==> config.mk <==
export PLATFORM = sky130hd
export DESIGN_NAME = ts_conv_unit
export DESIGN_NICKNAME = d
export VERILOG_FILES = /design/src/rtl/ts_conv_pkg.sv /design/src/rtl/ts_bit_xform.sv /design/src/rtl/ts_classifier.sv /design/src/rtl/ts_conv_unit.sv
export SDC_FILE = /design/constraint.sdc
export NUM_CORES = 1
export LEC_CHECK = 0
export BUFFER_PORTS_ARGS = -buffer_cell sky130_fd_sc_hd__buf_2
export CAP_MARGIN = 10
export CELL_PAD_IN_SITES_DETAIL_PLACEMENT = 1
export CELL_PAD_IN_SITES_GLOBAL_PLACEMENT = 1
export CORE_MARGIN = 2
export CORE_UTILIZATION = 40
export DETAILED_ROUTE_END_ITERATION = 8
export GPL_TIMING_DRIVEN = 0
export PLACE_DENSITY = 0.83
export SLEW_MARGIN = 20
export SYNTH_ARGS = -nofsm -noshare
export SYNTH_HDL_FRONTEND = slang
export SYNTH_SLANG_ARGS = --single-unit
==> constraint.sdc <==
create_clock -name clk -period 3.85 [get_ports clk]
set_input_delay 0.1925 -clock clk [delete_from_list [all_inputs] [get_ports clk]]
set_output_delay 0.1925 -clock clk [all_outputs]
set_load 0.005 [all_outputs]
==> src/rtl/ts_conv_pkg.sv <==
package ts_conv_pkg;
    localparam int unsigned CHAR_W_DEF   = 8;
    localparam logic [7:0]  TS_DIRECT_DEF  = 8'h3B;
    localparam logic [7:0]  TS_INVERSE_DEF = 8'h3F;

    typedef enum logic {
        CONV_DIRECT  = 1'b0,
        CONV_INVERSE = 1'b1
    } conv_e;
endpackage

==> src/rtl/ts_bit_xform.sv <==
module ts_bit_xform #(
    parameter int unsigned W = 8
) (
    input  logic [W-1:0] din,
    input  logic         pin,
    input  logic         inv,
    output logic [W-1:0] dout,
    output logic         pout
);
    localparam int unsigned TOP = W - 1;

    for (genvar gi = 0; gi < W; gi++) begin : g_bit
        assign dout[gi] = inv ? ~din[TOP-gi] : din[gi];
    end

    assign pout = inv ? ~pin : pin;
endmodule

==> src/rtl/ts_classifier.sv <==
module ts_classifier #(
    parameter int unsigned W          = 8,
    parameter logic [W-1:0] PAT_DIRECT  = 8'h3B,
    parameter logic [W-1:0] PAT_INVERSE = 8'h3F
) (
    input  logic [W-1:0] raw,
    output logic         hit_direct,
    output logic         hit_inverse
);
    logic [W-1:0] inv_line_pat;
    logic         unused_par;

    ts_bit_xform #(.W(W)) u_pat (
        .din  (PAT_INVERSE),
        .pin  (1'b0),
        .inv  (1'b1),
        .dout (inv_line_pat),
        .pout (unused_par)
    );

    assign hit_direct  = (raw == PAT_DIRECT);
    assign hit_inverse = (raw == inv_line_pat);

    always_comb begin
        assert (!(hit_direct && hit_inverse) || $isunknown(raw))
            else $error("p_patterns_distinct_r4 violated");
    end
endmodule

==> src/rtl/ts_conv_unit.sv <==
module ts_conv_unit
    import ts_conv_pkg::*;
#(
    parameter int unsigned  DATA_W     = CHAR_W_DEF,
    parameter logic [DATA_W-1:0] TS_DIRECT  = TS_DIRECT_DEF,
    parameter logic [DATA_W-1:0] TS_INVERSE = TS_INVERSE_DEF
) (
    input  logic              clk,
    input  logic              rst_n,
    input  logic              ts_arm,
    input  logic              force_en,
    input  logic              force_inv,
    input  logic              conv_dis,
    input  logic              par_chk_en,
    input  logic              brk_en,
    input  logic              rx_valid,
    input  logic [DATA_W-1:0] rx_raw,
    input  logic              rx_par,
    input  logic              tx_valid,
    input  logic [DATA_W-1:0] tx_data,
    output logic              rx_out_valid,
    output logic [DATA_W-1:0] rx_out_data,
    output logic              rx_out_perr,
    output logic              rx_break,
    output logic              tx_out_valid,
    output logic [DATA_W-1:0] tx_out_raw,
    output logic              tx_out_par,
    output logic              ts_inverse,
    output logic              ts_done,
    output logic              ts_err
);
    typedef struct packed {
        logic              armed;
        conv_e             det;
        logic              done;
        logic              err;
        logic              rx_vld;
        logic [DATA_W-1:0] rx_dat;
        logic              rx_perr;
        logic              rx_brk;
        logic              tx_vld;
        logic [DATA_W-1:0] tx_raw;
        logic              tx_par;
    } state_t;

    state_t st_d, st_q;

    logic              hit_dir, hit_inv;
    logic              is_ts;
    conv_e             ts_conv;
    logic              inv_rx, inv_tx;
    logic [DATA_W-1:0] rx_dec;
    logic              rx_decp;
    logic [DATA_W-1:0] tx_line;
    logic              tx_linep;
    logic              mismatch;

    ts_classifier #(
        .W           (DATA_W),
        .PAT_DIRECT  (TS_DIRECT),
        .PAT_INVERSE (TS_INVERSE)
    ) u_cls (
        .raw         (rx_raw),
        .hit_direct  (hit_dir),
        .hit_inverse (hit_inv)
    );

    // convention chosen for the current received character
    always_comb begin
        is_ts   = rx_valid && st_q.armed;
        ts_conv = st_q.det;
        if (is_ts && hit_inv)      ts_conv = CONV_INVERSE;
        else if (is_ts && hit_dir) ts_conv = CONV_DIRECT;
        inv_rx = force_en ? force_inv : (ts_conv == CONV_INVERSE);
        inv_tx = force_en ? force_inv : (st_q.det == CONV_INVERSE);
    end

    ts_bit_xform #(.W(DATA_W)) u_rx_xf (
        .din  (rx_raw),
        .pin  (rx_par),
        .inv  (inv_rx),
        .dout (rx_dec),
        .pout (rx_decp)
    );

    ts_bit_xform #(.W(DATA_W)) u_tx_xf (
        .din  (tx_data),
        .pin  (^tx_data),
        .inv  (inv_tx),
        .dout (tx_line),
        .pout (tx_linep)
    );

    assign mismatch = ^{rx_dec, rx_decp};

    always_comb begin
        st_d        = st_q;
        st_d.rx_vld = rx_valid;
        st_d.tx_vld = tx_valid;
        if (rx_valid) begin
            st_d.rx_dat  = conv_dis ? rx_raw : rx_dec;
            st_d.rx_perr = par_chk_en && mismatch;
            st_d.rx_brk  = brk_en && mismatch;
        end else begin
            st_d.rx_perr = 1'b0;
            st_d.rx_brk  = 1'b0;
        end
        if (is_ts) begin
            st_d.armed = 1'b0;
            st_d.det   = ts_conv;
            st_d.done  = hit_dir || hit_inv;
            st_d.err   = !(hit_dir || hit_inv);
        end
        if (ts_arm) begin
            st_d.armed = 1'b1;
            st_d.done  = 1'b0;
            st_d.err   = 1'b0;
        end
        if (tx_valid) begin
            st_d.tx_raw = conv_dis ? tx_data : tx_line;
            st_d.tx_par = tx_linep;
        end
    end

    always_ff @(posedge clk or negedge rst_n) begin
        if (!rst_n) begin
            st_q <= '{armed: 1'b0, det: CONV_DIRECT, done: 1'b0, err: 1'b0,
                      rx_vld: 1'b0, rx_dat: '0, rx_perr: 1'b0, rx_brk: 1'b0,
                      tx_vld: 1'b0, tx_raw: '0, tx_par: 1'b0};
        end else begin
            st_q <= st_d;
        end
    end

    assign rx_out_valid = st_q.rx_vld;
    assign rx_out_data  = st_q.rx_dat;
    assign rx_out_perr  = st_q.rx_perr;
    assign rx_break     = st_q.rx_brk;
    assign tx_out_valid = st_q.tx_vld;
    assign tx_out_raw   = st_q.tx_raw;
    assign tx_out_par   = st_q.tx_par;
    assign ts_inverse   = (st_q.det == CONV_INVERSE);
    assign ts_done      = st_q.done;
    assign ts_err       = st_q.err;

    p_rx_latency_r12: assert property (@(posedge clk) disable iff (!rst_n)
        rx_valid |=> rx_out_valid);
    p_rx_quiet_r12: assert property (@(posedge clk) disable iff (!rst_n)
        !rx_valid |=> !rx_out_valid);
    p_tx_latency_r12: assert property (@(posedge clk) disable iff (!rst_n)
        tx_valid |=> tx_out_valid);
    p_done_err_excl_r4: assert property (@(posedge clk) disable iff (!rst_n)
        !(ts_done && ts_err));
    p_conv_needs_char_r5: assert property (@(posedge clk) disable iff (!rst_n)
        !rx_valid |=> $stable(ts_inverse));
    p_break_gated_r11: assert property (@(posedge clk) disable iff (!rst_n)
        !brk_en |=> !rx_break);
    p_perr_gated_r10: assert property (@(posedge clk) disable iff (!rst_n)
        !par_chk_en |=> !rx_out_perr);
endmodule

# --- Yosys cells after proc, flatten, opt, wreduce, memory -nomap -nowiden ---
# Cells that the tools add are included.
word_totals:
  inputBits: 27
  ff_bits: 25
  out_inout_bits: 24
  word_cells: 69
op_classes:
  bitwise: 18
  n_eq_ne: 2
  n_reduce_logical: 10
  mux: 28
ops:
  columns: ["op", "count"]
  rows:
  - ["$mux 1", 23]
  - ["$not 1->1", 18]
  - ["$mux 8", 2]
  - ["$reduce_xor 9->1", 1]
  - ["$eq 8x2->1 const B", 1]
  - ["$eq 8x6->1 const B", 1]
  - ["$reduce_xor 8->1", 1]
  - ["$logic_and 1x1->1", 5]
  - ["$mux 2", 2]
  - ["$mux 4", 1]
  - ["$reduce_bool 2->1", 1]
  - ["$logic_not 1->1", 1]
  - ["$logic_or 1x1->1", 1]

# --- Logic depth before layout (Yosys ltp) ---
# Gate-level depths: netlist of the first run.
logic_depth:
  depth_word: 9
  mapped_depth: 7
  mapped_depth_nobuf: 5

# --- Hierarchy ---
# Synthesis of the first run repeated with hierarchy kept, for this count alone.
unflattened:
  cells_unflattened: 198
  hier_area_um2: 1861.8
by_module_without_submodules:
  columns: ["module", "cells_per_inst", "n_inst", "seq_area_each_um2", "area_each_um2"]
  rows:
  - ["ts_conv_unit", 128, 1, 625.6, 1367.6]
  - ["ts_bit_xform", 18, 3, 0.0, 125.1]
  - ["ts_classifier", 16, 1, 0.0, 118.9]

# --- Worst setup path after synthesis of the first run ---
# Ideal clock, no wire load.
synth_timing:
  kind: "input to register"
  startpoint: "input rx_raw[7]"
  endpoint: "register st_q (netlist bit rx_out_data[0])"
  setup_time_ns: 0.079
  path_stages: 5
  path_slack_ns: 1.940
  t_arrival_ns: 1.831
  required_time_ns: 3.771
  path_buffers: 0
  path_cell_list: "or3_4 > o41a_1 > o31a_2 > nor3_4 > mux2i_1"
synth_via:
  elab_chain_len: 7
  word_cells_on_any_way: 10
  classes_between: "eq/ne (2); mux (5); bitwise (1); reduce/logical (2)"
synth_lines:
  columns: ["item", "line_no", "text"]
  rows:
  - ["from (decl)", "ts_conv_unit.sv:17", "input logic [DATA_W-1:0] rx_raw,"]
  - ["$eq 8x6->1", "ts_classifier.sv:21", "assign hit_direct = (raw == PAT_DIRECT);"]
  - ["$logic_and 1x1->1", "ts_conv_unit.sv:73", "else if (is_ts && hit_dir) ts_conv = CONV_DIRECT;"]
  - ["$mux 1", "ts_conv_unit.sv:73", null]
  - ["$mux 1", "ts_conv_unit.sv:72", "if (is_ts && hit_inv) ts_conv = CONV_INVERSE;"]
  - ["$mux 1", "ts_conv_unit.sv:74", "inv_rx = force_en ? force_inv : (ts_conv == CONV_INVERSE);"]
  - ["$mux 1 (*)", "ts_bit_xform.sv:13", "assign dout[gi] = inv ? ~din[TOP-gi] : din[gi];"]
  - ["$mux 8 (*)", "ts_conv_unit.sv:101", "st_d.rx_dat = conv_dis ? rx_raw : rx_dec;"]
  - ["to (signal assigned)", "ts_conv_unit.sv:127", "st_q <= '{armed: 1'b0, det: CONV_DIRECT, done: 1'b0, err: 1'b0,"]
  - ["to (signal assigned)", "ts_conv_unit.sv:131", "st_q <= st_d;"]
  - ["to (decl)", "ts_conv_unit.sv:46", "state_t st_d, st_q;"]
# Mark *: on every way between the ends. The rest lies on a longest branch, timed or not.
# A chain may end at the register's enable or synchronous reset.

# --- Worst setup path in the final report of the first run ---
layout_timing:
  startpoint: "register st_q[24] in the netlist's numbering"
  endpoint: "register st_q (netlist bit rx_out_data[0])"
layout_via:
  elab_chain_len: 7
  word_cells_on_any_way: 8
  classes_between: "mux (5); reduce/logical (3)"
layout_lines:
  columns: ["item", "line_no", "text"]
  rows:
  - ["$logic_and 1x1->1 (*)", "ts_conv_unit.sv:70", "is_ts = rx_valid && st_q.armed;"]
  - ["$logic_and 1x1->1", "ts_conv_unit.sv:73", null]
  - ["$mux 1", "ts_conv_unit.sv:73", null]
  - ["$mux 1 (*)", "ts_conv_unit.sv:72", null]
  - ["$mux 1 (*)", "ts_conv_unit.sv:74", null]
  - ["$mux 1 (*)", "ts_bit_xform.sv:13", null]
  - ["$mux 8 (*)", "ts_conv_unit.sv:101", null]
# Marks and branches as above.

==> results of run 1 <==
[routing by layer]
metal  vias up  track usage, %  wire (um)
met4         0            6.52         51
met2        41            30.9       1680
met5         -               0          0
met1       534            21.1       1380
met3         6            2.82        169
li1        549               -          -
[power groups by stage]
stage / sequential (uW) / combinational [uW] / clock (uW)
2_1_floorplan: 313 / 123 / 0
4_1_cts: 311 / 201 / 123
6_report: 310 / 197 / 116
3_5_place_dp: 316 / 199 / 0
5_1_grt: 314 / 218 / 134
3_3_place_gp: 313 / 192 / 0
[metrics by stage]
stage / utilization, % / power [uW] / instance area, um^2
2_1_floorplan: - / 437 / 1430
3_3_place_gp: 51.1 / 505 / 1730
3_5_place_dp: 51.1 / 514 / 1730
4_1_cts: 52.2 / 634 / 1770
5_1_grt: 52.2 / 666 / 1770
6_report: 52.2 / 623 / 1770
[repair_timing]
item                                   in CTS  in global routing
resized for setup                           0                  0
buffers inserted                            0                  0
endpoints found under the hold margin      25                  0
hold buffers                                1                  0
[sequential cells by signal, indices dropped and copies added, names as in the netlist]
name          cells
rx_out_data       8
rx_break          1
tx_out_raw        8
ts_err            1
tx_out_valid      1
st_q              1
rx_out_valid      1
tx_out_par        1
ts_inverse        1
ts_done           1
rx_out_perr       1
[synth_stat cells, drive strengths merged]
master	n
nand4	1
bufinv	1
o41a	1
mux2	4
inv	1
o21ai	6
nor2	10
dfrtp	25
xnor3	1
or3	2
buf	17
a21oi	12
nor3	3
or2	2
a21o	2
o31a	1
nand3	1
clkbuf	4
nor3b	2
mux2i	17
nand2	7
xnor2	15
[worst max-delay path by stage]
stage | to | depth (start not counted) | from
6_report | rx_out_data[0] | 5 | st_q[24]
3_3_place_gp | rx_out_data[3] | 6 | rx_raw[7]
3_5_place_dp | rx_out_data[0] | 6 | rx_raw[7]
5_1_grt | rx_out_data[0] | 5 | st_q[24]
4_1_cts | rx_out_data[0] | 5 | st_q[24]
2_1_floorplan | rx_out_data[0] | 5 | rx_raw[7]
[critical path: stages, from the launching register on]
cell,delay (ns)
dfrtp_1,0.41
nand4_1,0.18
o41a_1,0.42
o31a_2,0.39
nor3_4,0.43
mux2i_1,0.27
[area by class of cell]
cell class                      instances  share of cell area (%)
Buffer                                 21                    7.86
Clock buffer                            3                    1.27
Clock inverter                          1                   0.283
Inverter                                2                    1.20
Multi-Input combinational cell         87                    36.3
Sequential cell                        25                    35.4
Tap cell                               46                    3.26
Timing Repair Buffer                   50                    14.4
[cell families after synthesis]
logic type             Yosys count
AO/OA/AOI/OAI                   22
flip-flops                      25
buffers and inverters           23
XOR/XNOR                        16
multiplexers                    21
AND/OR/NAND/NOR                 28
==> out/metrics.cfg, run 1 <==
[timing]
finalMaxSlewViolations = 0
period_needed_ns = 2.17
fin_crit_sh_pct = 56.4
holdWs_ns = 0.0369
setup_tns_ns = 0
final-hold-violation-count = 0
rsz0062_at_grt = false
worstMarginPinSlew_ns = 0.701
max_freq_mhz = 460
setup_ws_ns = 1.68
slew_headroom_pct = 53.3
finalSetupViolations = 0
clock_skew_ns = 0.00454

[global_routing]
grt_pass1_vias = 1224
grt_max_degree = 26
grt_first_pass_wirelength_um = 5530
antenna_found_initial = 0
grt_overflow = 0
track_usage_pct = 17.4

[placement]
dpl.hpwl_um = 2600
dpl_worst_slack_ns = 1.60
gp_congestion = 0.764
io_buffers = 49
place_inst = 230

[floorplanning]
die_w_um = 63.7
chipHeight_um = 63.7
start_util_pct = 42.1
io_pins = 51
rows = 21
core_area_mm2 = 0.00339
die-area_mm2 = 0.00406

[setup_path]
startpoint_type = flip-flop
arrival_ns = 2.41
reg2reg_from = st_q[24]
reg2reg_depth = 5
critPathRequiredTime_ns = 4.09
cp-end-kind = flip-flop
r2r_setup_slack_ns = 1.68
reg2reg_to = rx_out_data[0]
worst-path-max-fanout = 8
crit_type = reg -> reg

[cells_and_area]
antenna_cells = 0
nets = 217
multi_input_comb_area_um2 = 642
syn_to_final_growth_pct = 23.8
stdcell_count = 235
seq_area_um2 = 626
most-common-layout-cells = buf_2, dfrtp_1, mux2i_1
layout-drive-gt1-share_pct = 40.7
final_common_cell = buf_2
fill_cells = 406

[pwr]
vdd_drop_max_uv = 150
p_per_area_mw_per_mm2 = 352
seq_power_share_pct = 49.7
p_sw_share_pct = 28.6
combPwrFrac_pct = 31.6
p_leak_uw = 0.000851
switchingPower_uw = 178
clockPowerShare_pct = 18.7
p_int_uw = 444

[routing]
dr_total_vias = 1130
dr.pass1.iters = 5
drc = 0
routed_wl_um = 3290
ant_nets = 0
drtIter0Drc = 25
avgRoutedWirePerCell_um = 14.0
via_per_inst = 4.81

[cts]
insertion_delay_ns = 0.31
clk_pin_slew_ns = 0.14
cts_tree = done
cts.sinks = 25
cts_root_buf = clkbuf_4
htree_num_levels = 1
cts-buffers-inserted = 3
clockBufferDepth = 2

[min_path]
hp-class = in -> reg
timing.hold.worst_path_depth = 1
hp-start = rx_valid
min_to = rx_out_valid

[synthesis]
synthesis.nets = 162
synthSimpleGateAreaFrac_pct = 10.3
synth_xor_xnor_area_share_pct = 10.8
synth_seq_cells = 25
synth.distinct_cells = 26
syn-cell-area_mm2 = 0.00143
yosys.area.top_type = dfrtp_1
ys_top_cells_by_area = dfrtp_1, mux2i_1, xnor2_1
yosys.area_share.adder_pct = 0
ys_seq_area_share_pct = 43.8
synth_compound_area_share_pct = 8.85
synth_top_family_by_area = multiplexers
ys_warn_count = 0
post-synth-top-area-fraction_pct = 43.8
synth_cells = 135
synthMuxAreaShare_pct = 15.1
syn_area_per_cell_um2 = 10.6

[job]
drv_cap = 0

[outcome]
status = completed

Power figures use the tool's default switching activity.
==> run 2: changes to the inputs <==
--- a/config.mk
+++ b/config.mk
@@ -10,10 +10,10 @@
 export CELL_PAD_IN_SITES_DETAIL_PLACEMENT = 1
 export CELL_PAD_IN_SITES_GLOBAL_PLACEMENT = 1
 export CORE_MARGIN = 2
-export CORE_UTILIZATION = 40
+export CORE_UTILIZATION = 37
 export DETAILED_ROUTE_END_ITERATION = 8
 export GPL_TIMING_DRIVEN = 0
-export PLACE_DENSITY = 0.83
+export PLACE_DENSITY = 0.78
 export SLEW_MARGIN = 20
 export SYNTH_ARGS = -nofsm -noshare
 export SYNTH_HDL_FRONTEND = slang
==> constraint.sdc (replaced) <==
create_clock -name clk -period 2.1 [get_ports clk]
set_input_delay 0.105 -clock clk [delete_from_list [all_inputs] [get_ports clk]]
set_output_delay 0.105 -clock clk [all_outputs]
set_load 0.005 [all_outputs]
==> run 2 against run 1 <==
Compared with the run above:
- utilization shrank 2.8 points
- critical endpoint is now rx_out_data[3]
- final area grew 2.9%
- clock-buffer cell count grew 1
- non-clock buffer count grew 3
- combinational power grew 88%
- sequential power grew 84%
- critical path type unchanged
- global-route usage shrank 0.70 points
- final cell count grew 2.1%
- critical path depth grew 1
==> out/metrics.cfg, run 2 (synthesis results as in run 1) <==
[pwr]
vdd_drop_max_uv = 408  ; +170%
p_leak_uw = 0.000876  ; +2.9%
p_total_uw = 1220  ; +96%
p_per_area_mw_per_mm2 = 671  ; +90%

[timing]
setup_tns_ns = 0  ; unchanged
rsz0062_at_grt = false
max_freq_mhz = 522  ; +13%
fin_crit_sh_pct = 91.2  ; +35 points
finalMaxSlewViolations = 0  ; unchanged
period_needed_ns = 1.91  ; -0.258 ns
setup_ws_ns = 0.185  ; -1.49 ns
final-hold-violation-count = 0  ; unchanged
slew_headroom_pct = 53.4  ; +0.16 points
finalSetupViolations = 0  ; unchanged
clock_skew_ns = 0.00492  ; +0.000387 ns
worstMarginPinSlew_ns = 0.699  ; -0.00233 ns

[setup_path]
arrival_ns = 2.10  ; -0.31 ns
crit_slowest_cell = o41a_1
crit_type = reg -> reg
max_stage_delay_ns = 0.41  ; -0.02 ns
path_cells = nand4_1 > o41a_1 > o31a_2 > nor3_4 > buf_6 > mux2i_2
startpoint_type = flip-flop
critPathRequiredTime_ns = 2.29  ; -1.80 ns
worst-path-max-fanout = 4  ; -4
cp-end-kind = flip-flop

[routing]
via_per_inst = 4.83  ; +0.34%
ant_nets = 0  ; unchanged
avgRoutedWirePerCell_um = 14.0  ; +0.48%
drc = 0  ; unchanged
dr_total_vias = 1158  ; +2.5%
drtIter0Drc = 31  ; +24%
routed_wl_um = 3370  ; +2.6%
dr.pass1.iters = 4  ; -1

[global_routing]
antenna_found_initial = 0  ; unchanged
grt_pass1_vias = 1225  ; +0.082%
grt_first_pass_wirelength_um = 5610  ; +1.4%
track_usage_pct = 16.7  ; -0.70 points
grt_overflow = 0  ; unchanged
grt_max_degree = 26  ; unchanged

[cells_and_area]
most-common-layout-cells = buf_2, dfrtp_1, buf_4
antenna_cells = 0  ; unchanged
stdcell_count = 240  ; +2.1%
nets = 220  ; +1.4%
fill_cells = 458  ; +13%
final_common_cell = buf_2
syn_to_final_growth_pct = 27.4
layout-drive-gt1-share_pct = 42.2  ; +1.4 points
stdcell_area_mm2 = 0.00182  ; +2.9%

[floorplanning]
rows = 22  ; +4.8%
io_pins = 51  ; unchanged
start_util_pct = 38.7  ; -3.4 points
die_w_um = 66.1  ; +3.7%
core_area_mm2 = 0.00369  ; +8.8%
chipHeight_um = 66.1  ; +3.7%
die-area_mm2 = 0.00437  ; +7.6%

[cts]
clockBufferDepth = 2  ; unchanged
cts_root_buf = clkbuf_8
cts-buffers-inserted = 3  ; unchanged
cts_tree = done
cts.sinks = 25  ; unchanged
clk_pin_slew_ns = 0.09  ; -0.05 ns
htree_num_levels = 1  ; unchanged
insertion_delay_ns = 0.27  ; -0.04 ns

[job]
drv_cap = 0  ; unchanged

[placement]
dpl_worst_slack_ns = -0.113  ; -1.71 ns
dpl.hpwl_um = 2760  ; +6.1%
post_dp_cell_area_mm2 = 0.00173  ; +0.14%
io_buffers = 49  ; unchanged
place_inst = 232  ; +0.87%
gp_congestion = 0.716  ; -6.4%

[min_path]
hp-class = in -> reg

[outcome]
status = completed

## run 2: timing repair
action	4_1_cts	5_1_grt
buffers inserted	2	1
endpoints found under the hold margin	25	0
pin swaps	1	1
hold buffers	1	0
resized for setup	0	4
setup endpoints to repair	7	9
## run 2: metrics by stage
stage	hold WS [ns]	utilization (%)
finish	0.00325	49.3
global route	0.00262	49.3
CTS	0.0000636	48.9
detailed placement	0.134	47.0
global placement	0.118	47.0
floorplan	-0.191	-
## run 2: cell type report
class	instances	area [um^2]	area share [%]
well taps	48	60.1	3.30
repair buffers	53	282	15.5
inverters	2	21.3	1.17
plain buffers	21	140	7.70
clock buffers	4	45.0	2.48
flip-flops and latches	25	626	34.4
multi-input cells	87	646	35.5
## run 2: layer usage
| metal | track usage (%) | vias to the layer above | wire length, um |
|---|---|---|---|
| li1 | - | 559 | - |
| met1 | 17.6 | 556 | 1280 |
| met2 | 33.9 | 39 | 1840 |
| met3 | 2.56 | 4 | 213 |
| met4 | 3.83 | 0 | 40 |
| met5 | 0 | - | 0 |
## run 2: worst max-delay path: cells and delay by family (launching register included)
kind                   cells  cell delay [ns]
buffers and inverters      1             0.15
AND/OR/NAND/NOR            2             0.30
AO/OA/AOI/OAI              2             0.81
flip-flops                 1             0.36
multiplexers               1             0.21
## run 2: power by group
part	leakage, uW	internal, uW	switching [uW]
clock	0.0000228	136	146
combinational	0.000559	210	160
sequential	0.000294	539	29.7
total	0.000876	885	335
## run 2: worst paths after layout
path,start,endpoint,slack (ns),cells after the start
max,st_q[24],rx_out_data[3],0.19,6
min reg2reg,tx_out_raw[3],tx_out_raw[3],0.51,1
max reg2reg,st_q[24],rx_out_data[3],0.19,6
min,rx_valid,rx_out_valid,0.003,1
max in group asynchronous,rst_n,st_q[24],1.34,2
min in group asynchronous,rst_n,rx_out_data[5],0.37,2
